File: src/rtl/sat_pkg.sv
package sat_pkg;
  typedef enum logic [1:0] {
    SM_WRAP = 2'b00,
    SM_UNS  = 2'b01,
    SM_SGN  = 2'b10,
    SM_RSV  = 2'b11
  } sat_mode_t;

  localparam int NUM_WC = 4;
endpackage

File: src/rtl/sat_clamp.sv
module sat_clamp
  import sat_pkg::*;
#(
  parameter int RES_W  = 128,
  parameter int DATA_W = 64
) (
  input  logic [RES_W-1:0]  res_i,
  input  logic [1:0]        src_i,
  input  sat_mode_t         mode_i,
  output logic [DATA_W-1:0] val_o,
  output logic              hit_o
);
  logic [DATA_W-1:0] lane_val [NUM_WC];
  logic              lane_hit [NUM_WC];

  // one clamping lane per width code, selected by the source code
  for (genvar k = 0; k < NUM_WC; k++) begin : g_lane
    localparam int W = (k == 0) ? DATA_W : (4 << k);
    localparam logic [RES_W-1:0] ONE  = {{(RES_W-1){1'b0}}, 1'b1};
    localparam logic [RES_W-1:0] SMAX = (ONE << (W-1)) - ONE;
    localparam logic [RES_W-1:0] SMIN = ~SMAX;
    localparam logic [RES_W-1:0] UMAX = (ONE << W) - ONE;

    logic [RES_W-1:0] pick;
    logic             hit;

    always_comb begin
      pick = res_i;
      hit  = 1'b0;
      case (mode_i)
        SM_SGN: begin
          if ($signed(res_i) > $signed(SMAX)) begin
            pick = SMAX;
            hit  = 1'b1;
          end else if ($signed(res_i) < $signed(SMIN)) begin
            pick = SMIN;
            hit  = 1'b1;
          end
        end
        SM_UNS: begin
          if (res_i[RES_W-1]) begin
            pick = '0;
            hit  = 1'b1;
          end else if (res_i > UMAX) begin
            pick = UMAX;
            hit  = 1'b1;
          end
        end
        default: ;
      endcase
    end

    assign lane_val[k] = pick[DATA_W-1:0] & UMAX[DATA_W-1:0];
    assign lane_hit[k] = hit;
  end

  assign val_o = lane_val[src_i];
  assign hit_o = lane_hit[src_i];
endmodule

File: src/rtl/width_extend.sv
module width_extend
  import sat_pkg::*;
#(
  parameter int DATA_W = 64
) (
  input  logic [DATA_W-1:0] val_i,
  input  logic [1:0]        src_i,
  input  logic [1:0]        dst_i,
  input  logic              sext_i,
  output logic [DATA_W-1:0] val_o
);
  logic [DATA_W-1:0] msk [NUM_WC];

  for (genvar k = 0; k < NUM_WC; k++) begin : g_mask
    localparam int W = (k == 0) ? DATA_W : (4 << k);
    localparam logic [DATA_W:0] ONE  = {{DATA_W{1'b0}}, 1'b1};
    localparam logic [DATA_W:0] FULL = (ONE << W) - ONE;
    assign msk[k] = FULL[DATA_W-1:0];
  end

  logic [DATA_W-1:0] src_m;
  logic [DATA_W-1:0] top_bit;
  logic              neg;
  logic [DATA_W-1:0] widened;

  always_comb begin
    src_m   = msk[src_i];
    top_bit = src_m ^ (src_m >> 1);
    neg     = sext_i && ((val_i & top_bit) != '0);
    widened = neg ? (val_i | ~src_m) : val_i;
    val_o   = widened & msk[dst_i];
  end
endmodule

File: src/rtl/elem_sat_conv.sv
module elem_sat_conv
  import sat_pkg::*;
#(
  parameter int RES_W  = 128,
  parameter int DATA_W = 64
) (
  input  logic              clk,
  input  logic              rst,
  input  logic              in_valid,
  input  logic [RES_W-1:0]  in_res,
  input  logic [1:0]        src_wc,
  input  logic [1:0]        dst_wc,
  input  logic [1:0]        sat_mode,
  input  logic              sticky_clr,
  output logic              out_valid,
  output logic [DATA_W-1:0] out_data,
  output logic              sat_flag,
  output logic              mode_illegal
);
  sat_mode_t         mode;
  logic [DATA_W-1:0] clamped;
  logic              clamp_hit;
  logic [DATA_W-1:0] conv;

  assign mode = sat_mode_t'(sat_mode);

  sat_clamp #(.RES_W(RES_W), .DATA_W(DATA_W)) u_clamp (
    .res_i  (in_res),
    .src_i  (src_wc),
    .mode_i (mode),
    .val_o  (clamped),
    .hit_o  (clamp_hit)
  );

  width_extend #(.DATA_W(DATA_W)) u_ext (
    .val_i  (clamped),
    .src_i  (src_wc),
    .dst_i  (dst_wc),
    .sext_i (mode == SM_SGN),
    .val_o  (conv)
  );

  always_ff @(posedge clk) begin
    if (rst) begin
      out_valid    <= 1'b0;
      out_data     <= '0;
      sat_flag     <= 1'b0;
      mode_illegal <= 1'b0;
    end else begin
      out_valid    <= in_valid;
      mode_illegal <= in_valid && (mode == SM_RSV);
      if (in_valid) out_data <= conv;
      sat_flag <= (sticky_clr ? 1'b0 : sat_flag) | (in_valid & clamp_hit);
    end
  end

  AST_ONE_CYCLE: assert property (@(posedge clk) disable iff (rst)
    in_valid |=> out_valid);
  AST_DATA_HOLD: assert property (@(posedge clk) disable iff (rst)
    !in_valid |=> $stable(out_data));
  AST_STICKY_KEEP: assert property (@(posedge clk) disable iff (rst)
    (sat_flag && !sticky_clr) |=> sat_flag);
  AST_STICKY_CLEAR: assert property (@(posedge clk) disable iff (rst)
    (sticky_clr && !(in_valid && clamp_hit)) |=> !sat_flag);
  AST_RSV_FLAG: assert property (@(posedge clk) disable iff (rst)
    (in_valid && sat_mode == 2'b11) |=> mode_illegal);
  AST_WRAP_NO_HIT: assert property (@(posedge clk) disable iff (rst)
    (in_valid && !sat_mode[0] && !sat_mode[1]) |-> !clamp_hit);
endmodule

File: config.mk
export PLATFORM = sky130hd
export DESIGN_NAME = elem_sat_conv
export DESIGN_NICKNAME = d
export VERILOG_FILES = /design/src/rtl/sat_pkg.sv /design/src/rtl/sat_clamp.sv /design/src/rtl/width_extend.sv /design/src/rtl/elem_sat_conv.sv
export SDC_FILE = /design/constraint.sdc
export NUM_CORES = 1
export LEC_CHECK = 0
export CAP_MARGIN = 20
export CORE_MARGIN = 2
export CORE_UTILIZATION = 30
export DETAILED_ROUTE_END_ITERATION = 7
export SETUP_SLACK_MARGIN = 0.02
export SLEW_MARGIN = 15
export SYNTH_ARGS = -nofsm -noshare
export SYNTH_HDL_FRONTEND = slang
export SYNTH_SLANG_ARGS = --single-unit
File: constraint.sdc
create_clock -name clk -period 3.4 [get_ports clk]
set_input_delay 0.51 -clock clk [delete_from_list [all_inputs] [get_ports clk]]
set_output_delay 0.51 -clock clk [all_outputs]
set_load 0.02 [all_outputs]
* Word level (Yosys, flattened, before mapping)
Cells that the tools add are included.
** Storage, ports and cells
- Input bits :: 138
- Flip-flop bits (word level) :: 67
- Output and inout bits :: 67
- Word-level logic and storage cells :: 87
** Cells by class
- Order comparisons :: 14
- Eq/ne operators :: 3
- Reduce and logical (&&, ||, !) cells :: 3
- Bitwise logic cells :: 9
- Mux-type cells :: 54
** Operators with widths (count)
- 64-bit 2-to-1 mux :: 11
- 64-bit binary-select mux with 2-bit select :: 3
- 128-bit by 16-bit greater-than comparator with 1-bit output, second input constant :: 2
- 128-bit by 32-bit greater-than comparator with 1-bit output, second input constant :: 2
- 128-bit by 64-bit greater-than comparator with 1-bit output, second input constant :: 2
- 128-bit by 8-bit greater-than comparator with 1-bit output, second input constant :: 2
- 64-bit AND :: 2
- 128-bit by 16-bit < comparator with 1-bit output, second input constant :: 1
- 128-bit by 32-bit < comparator with 1-bit output, second input constant :: 1
- 128-bit by 64-bit < comparator with 1-bit output, second input constant :: 1
- 128-bit by 8-bit < comparator with 1-bit output, second input constant :: 1
- 32-bit 2-to-1 mux :: 4
- 64-bit one-hot mux with 2 select lines :: 1
- 16-bit 2-to-1 mux :: 4
- 64-bit NOT :: 1
- 64-bit bitwise OR :: 1
- 32-bit one-hot mux with 2 select lines :: 1
- 64-bit nonzero test :: 1
- 64-bit by 63-bit XOR with 64-bit output :: 1
- 8-bit 2-to-1 mux :: 4
- 16-bit one-hot mux with 2 select lines :: 1
- 1-bit 2-to-1 mux :: 19
- 8-bit one-hot mux with 2 select lines :: 1
- 1-bit one-hot mux with 2 select lines :: 4
- 8 further kinds :: 12

* Depth between registers and ports, before layout
- Depth after elaboration :: 12
- Mapped depth :: 13
- Mapped depth without buffers :: 11

* Modules after synthesis
A second synthesis with hierarchy kept.
** Unflattened totals
- Cell total of the unflattened synthesis :: 733
- Area total of the unflattened synthesis :: 5446.5 µm²
** Modules (own cells, without submodules)
- elem_sat_conv :: seq. area each 1341.3 µm², cells an instance 215, area an instance 2359.8 µm², times used 1
- sat_clamp :: seq. area each 0.0 µm², cells an instance 401, area an instance 2285.9 µm², times used 1
- width_extend :: seq. area each 0.0 µm², cells an instance 117, area an instance 800.8 µm², times used 1

* Worst setup path after synthesis
Ideal clock, no wire load.
- Kind :: in2reg
- From :: input port in_res[86]
- To :: register out_data[54]
- Setup time :: 0.121 ns
- Buffers on the path :: 2
- Slack :: 0.648 ns
- Stages on the path :: 11
- Arrival time :: 2.632 ns
- Data required time :: 3.279 ns
- Path through :: nor4_1 -> nand4_1 -> nor4_2 -> buf_6 -> a21oi_1 -> nor3_1 -> o211ai_1 -> a222oi_1 -> a21o_2 -> buf_6 -> nand3_2
** On the way
- Cells in the longest elaborated chain, start to end :: 12
- Elaborated cells on any way between the ends :: 41
- Classes of those cells :: order compare (12); mux (24); bitwise (3); reduce/logical (2)
** RTL lines
- start, declared :: line elem_sat_conv.sv:10 : input logic [RES_W-1:0] in_res,
- 128-bit by 32-bit greater-than comparator with 1-bit output, or another cell as far along :: line sat_clamp.sv:44 : end else if (res_i > UMAX) begin
- 32-bit 2-to-1 mux, or another cell as far along :: line sat_clamp.sv:44
- 32-bit 2-to-1 mux, or another cell as far along :: line sat_clamp.sv:41 : if (res_i[RES_W-1]) begin
- 32-bit one-hot mux with 2 select lines, or another cell as far along :: line sat_clamp.sv:30 : case (mode_i)
- 64-bit binary-select mux with 2-bit select (*) :: line sat_clamp.sv:57 : assign val_o = lane_val[src_i];
- 64-bit 2-to-1 mux (not written as such) (*) (2 in a row) :: line sat_clamp.sv:57
- 64-bit AND :: line width_extend.sv:29 : neg = sext_i && ((val_i & top_bit) != '0);
- 64-bit nonzero test :: line width_extend.sv:29
- 1-bit logical AND :: line width_extend.sv:29
- 64-bit 2-to-1 mux (*) :: line width_extend.sv:30 : widened = neg ? (val_i | ~src_m) : val_i;
- 64-bit AND (*) :: line width_extend.sv:31 : val_o = widened & msk[dst_i];
- end signal, assigned :: line elem_sat_conv.sv:52 : if (in_valid) out_data <= conv;
- end, declared :: line elem_sat_conv.sv:16 : output logic [DATA_W-1:0] out_data,
Every way passes the cells marked *; elsewhere a longest branch is shown, timed or not. The select of a mux whose other input is x is not followed.
A chain may end at the register's enable or synchronous reset.

* Worst setup path after layout
- From :: input port in_res[26]
- To :: register out_data[34]
Same word-level chain as after synthesis.

==> flow_summary.toml <==
[route]
viasPerCell = 5.64
drc = 0
initialDrtViolationCount = 519
drt_wl_total_um = 20600
avgRoutedWirePerCell_um = 18.5
antenna_left = 0
vias = 6263
drtPass1Iterations = 5

[timing]
fin_crit_sh_pct = 96.7
whs_ps = 468
fin_skew_ps = 0
finalHoldViolCount = 0
slew_headroom_pct = 52.5
fmax_mhz = 304
finalSetupViolations = 0
min_period_ps = 3290
drv_slew = 0
worstMarginPinSlew_ps = 711

[yosys]
synth_edf_count = 0
ys_types = 60
synthTopCellsByCount = "nand2_1 (77), dfxtp_1 (67), nor2_1 (56)"
netlist_area_um2 = 4500
synthArstFlopShare_pct = 0
netlist.area_leader.share_pct = 29.8
ys_seq_area_share_pct = 29.8
syn_avg_cell_area_um2 = 7.25
synthCells = 621
synthTopCellsByArea = "dfxtp_1 (30%), nand2_1 (6.4%), o211ai_1 (6.2%)"
yosys_warnings = 0
yosys.cell_count.top_type = "nand2_1"
synth_seq_cells = 67
synth_top_area_cell = "dfxtp_1"
syn_nets = 768
synthFlopType = "dfxtp_1"

[pwr]
leakagePower_nw = 3.66
power.total_mw = 2.64
vdd_ir_drop_max_mv = 0.243
power.density_nw_per_um2 = 316

[placed_design]
gp_congestion = 0.942
io_buffers = 204
dpl_cell_area_um2 = 7550
dp_hpwl_um = 15100
placedCellCount = 1081

[floorplan]
die_y_um = 126
dieArea_um2 = 16000
coreArea_um2 = 14600
io_pins = 205
std_cell_rows = 44
die_x_um = 126
start_util_pct = 30.8

[cts]
clockBufferDepth = 2
cts_hold_buf = 0
htree_num_levels = 3
cts_made_buffers = 9
cts.sinks = 67
cts_tree = "built"
clkTransAtPathRegs_ps = 60
cts_root_buf = "clkbuf_16"
clk-insertion-delay-late_ps = 340

[grt]
antenna_found_initial = 0
grt_pass1_vias = 6170
grt_max_degree = 33
grt_usage_pct = 24.0
grt_overflow = 0
grt_pass1_wl_um = 31300

[run_status]
status = "completed"

[final_layout]
diodes = 0
fin_cells = 1111
area.growth.synth_to_final_pct = 85.6
fin_nets = 1069
fill_cells = 1351
drive_gt1_share_pct = 21.6
design_area_um2 = 8350

[setup_path]
worstSetupPathType = "in2reg"
cp_slowest_cell = "clkdlybuf4s50_1"
worstSetupStartpointType = "input pin"
worst_setup_path_end_kind = "flip-flop"
critPathMaxStageDelay_ps = 440
cp_max_fo = 8
cp_data_arrival_time_ps = 3510
required_ps = 3620
cp_cell_sequence = "clkdlybuf4s50_1 > nor4_1 > nand4_1 > a211oi_4 > a21oi_1 > nor3_1 > o211ai_1 > a222oi_1 > a21o_2 > clkbuf_16 > nand3_1"

[hold_path]
hold_path.class = "reg2reg"

[flow_run]
cap_violations = 0
[stage by stage]
| step | setup WS (ps) | util (%) | setup TNS (ps) |
|---|---|---|---|
| after global placement | -447 | 51.7 | -22900 |
| after floorplan | 648 | - | 0 |
| after CTS | 28.6 | 54.3 | 0 |
| after global routing | -59.8 | 57.2 | -1200 |
| after detailed placement | -574 | 51.7 | -28070 |
| final | 113 | 57.2 | 0 |
[layout by cell type, fill, tap and decap left out, types with 37 or more instances in the layout]
cell | synthesis | layout
o21ai_0 | 38 | 37
buf_4 | 2 | 117
nand4_1 | 40 | 40
clkdlybuf4s50_1 | 0 | 167
nand2_1 | 77 | 76
o211ai_1 | 37 | 37
dfxtp_1 | 67 | 67
nor2_1 | 56 | 53
dlymetal6s2s_1 | 0 | 37
a21oi_1 | 47 | 45
[worst max-delay path: cells and delay by family]
| kind | cells | cell delay [ps] |
|---|---|---|
| buffers and inverters | 2 | 650 |
| and+or+nand+nor | 4 | 920 |
| AOI/OAI and AO/OA | 5 | 1420 |
[final cells by class]
type	count	area [µm²]	area share [%]
clock buffers	10	239	2.86
clock inverters	6	113	1.35
inverters	25	93.8	1.12
multi-input cells	486	3080	36.9
flip-flops and latches	67	1340	16.1
well taps	184	230	2.76
repair buffers	333	3260	39.0
[state kept, by name, summed over array words and instances, names as in the netlist]
signal,cells
out_valid,1
mode_illegal,1
out_data,64
sat_flag,1
[worst paths after layout]
path | end | from | slack [ps] | cells past startpoint
hold / removal | out_data[38]$_SDFFE_PP0P_ | out_data[38]$_SDFFE_PP0P_ | 470 | 2
hold reg to reg | out_data[38]$_SDFFE_PP0P_ | out_data[38]$_SDFFE_PP0P_ | 470 | 2
setup / recovery | out_data[34]$_SDFFE_PP0P_ | in_res[26] | 110 | 11
setup reg to reg | sat_flag$_SDFF_PP0_ | sat_flag$_SDFF_PP0_ | 2550 | 3
[power by group]
group          total, mW  internal, mW  switching (mW)
Clock               1.12         0.738           0.383
Sequential         0.830         0.814          0.0159
Combinational      0.688         0.350           0.338
[layer usage]
metal | vias up | track usage, % | share of wire (%)
li1 | 2964 | - | -
met1 | 2973 | 29.9 | 42
met2 | 285 | 41.8 | 49
met3 | 41 | 5.02 | 6.5
met4 | 0 | 6.72 | 2.1
met5 | - | 0 | 0
[cells by family (layout without fill, tap and decap cells)]
group           count (synthesis)  in the layout  share of synthesized area (%)
compound gates                189            189                           28.3
xor+xnor                        1              1                          0.195
fa+ha+maj                       9              9                           2.50
buf+inv                        68            374                           6.59
flops                          67             67                           29.8
mux                             1              1                          0.250
simple gates                  286            286                           32.4
[repair_timing]
item                                    in CTS  in global routing
cloned                                       0                  5
resized for setup                            1                 66
setup buffers                                2                  7
endpoints found under the setup margin      56                 60
pin swaps                                    1                 31
(Power assumes the default switching activity.)
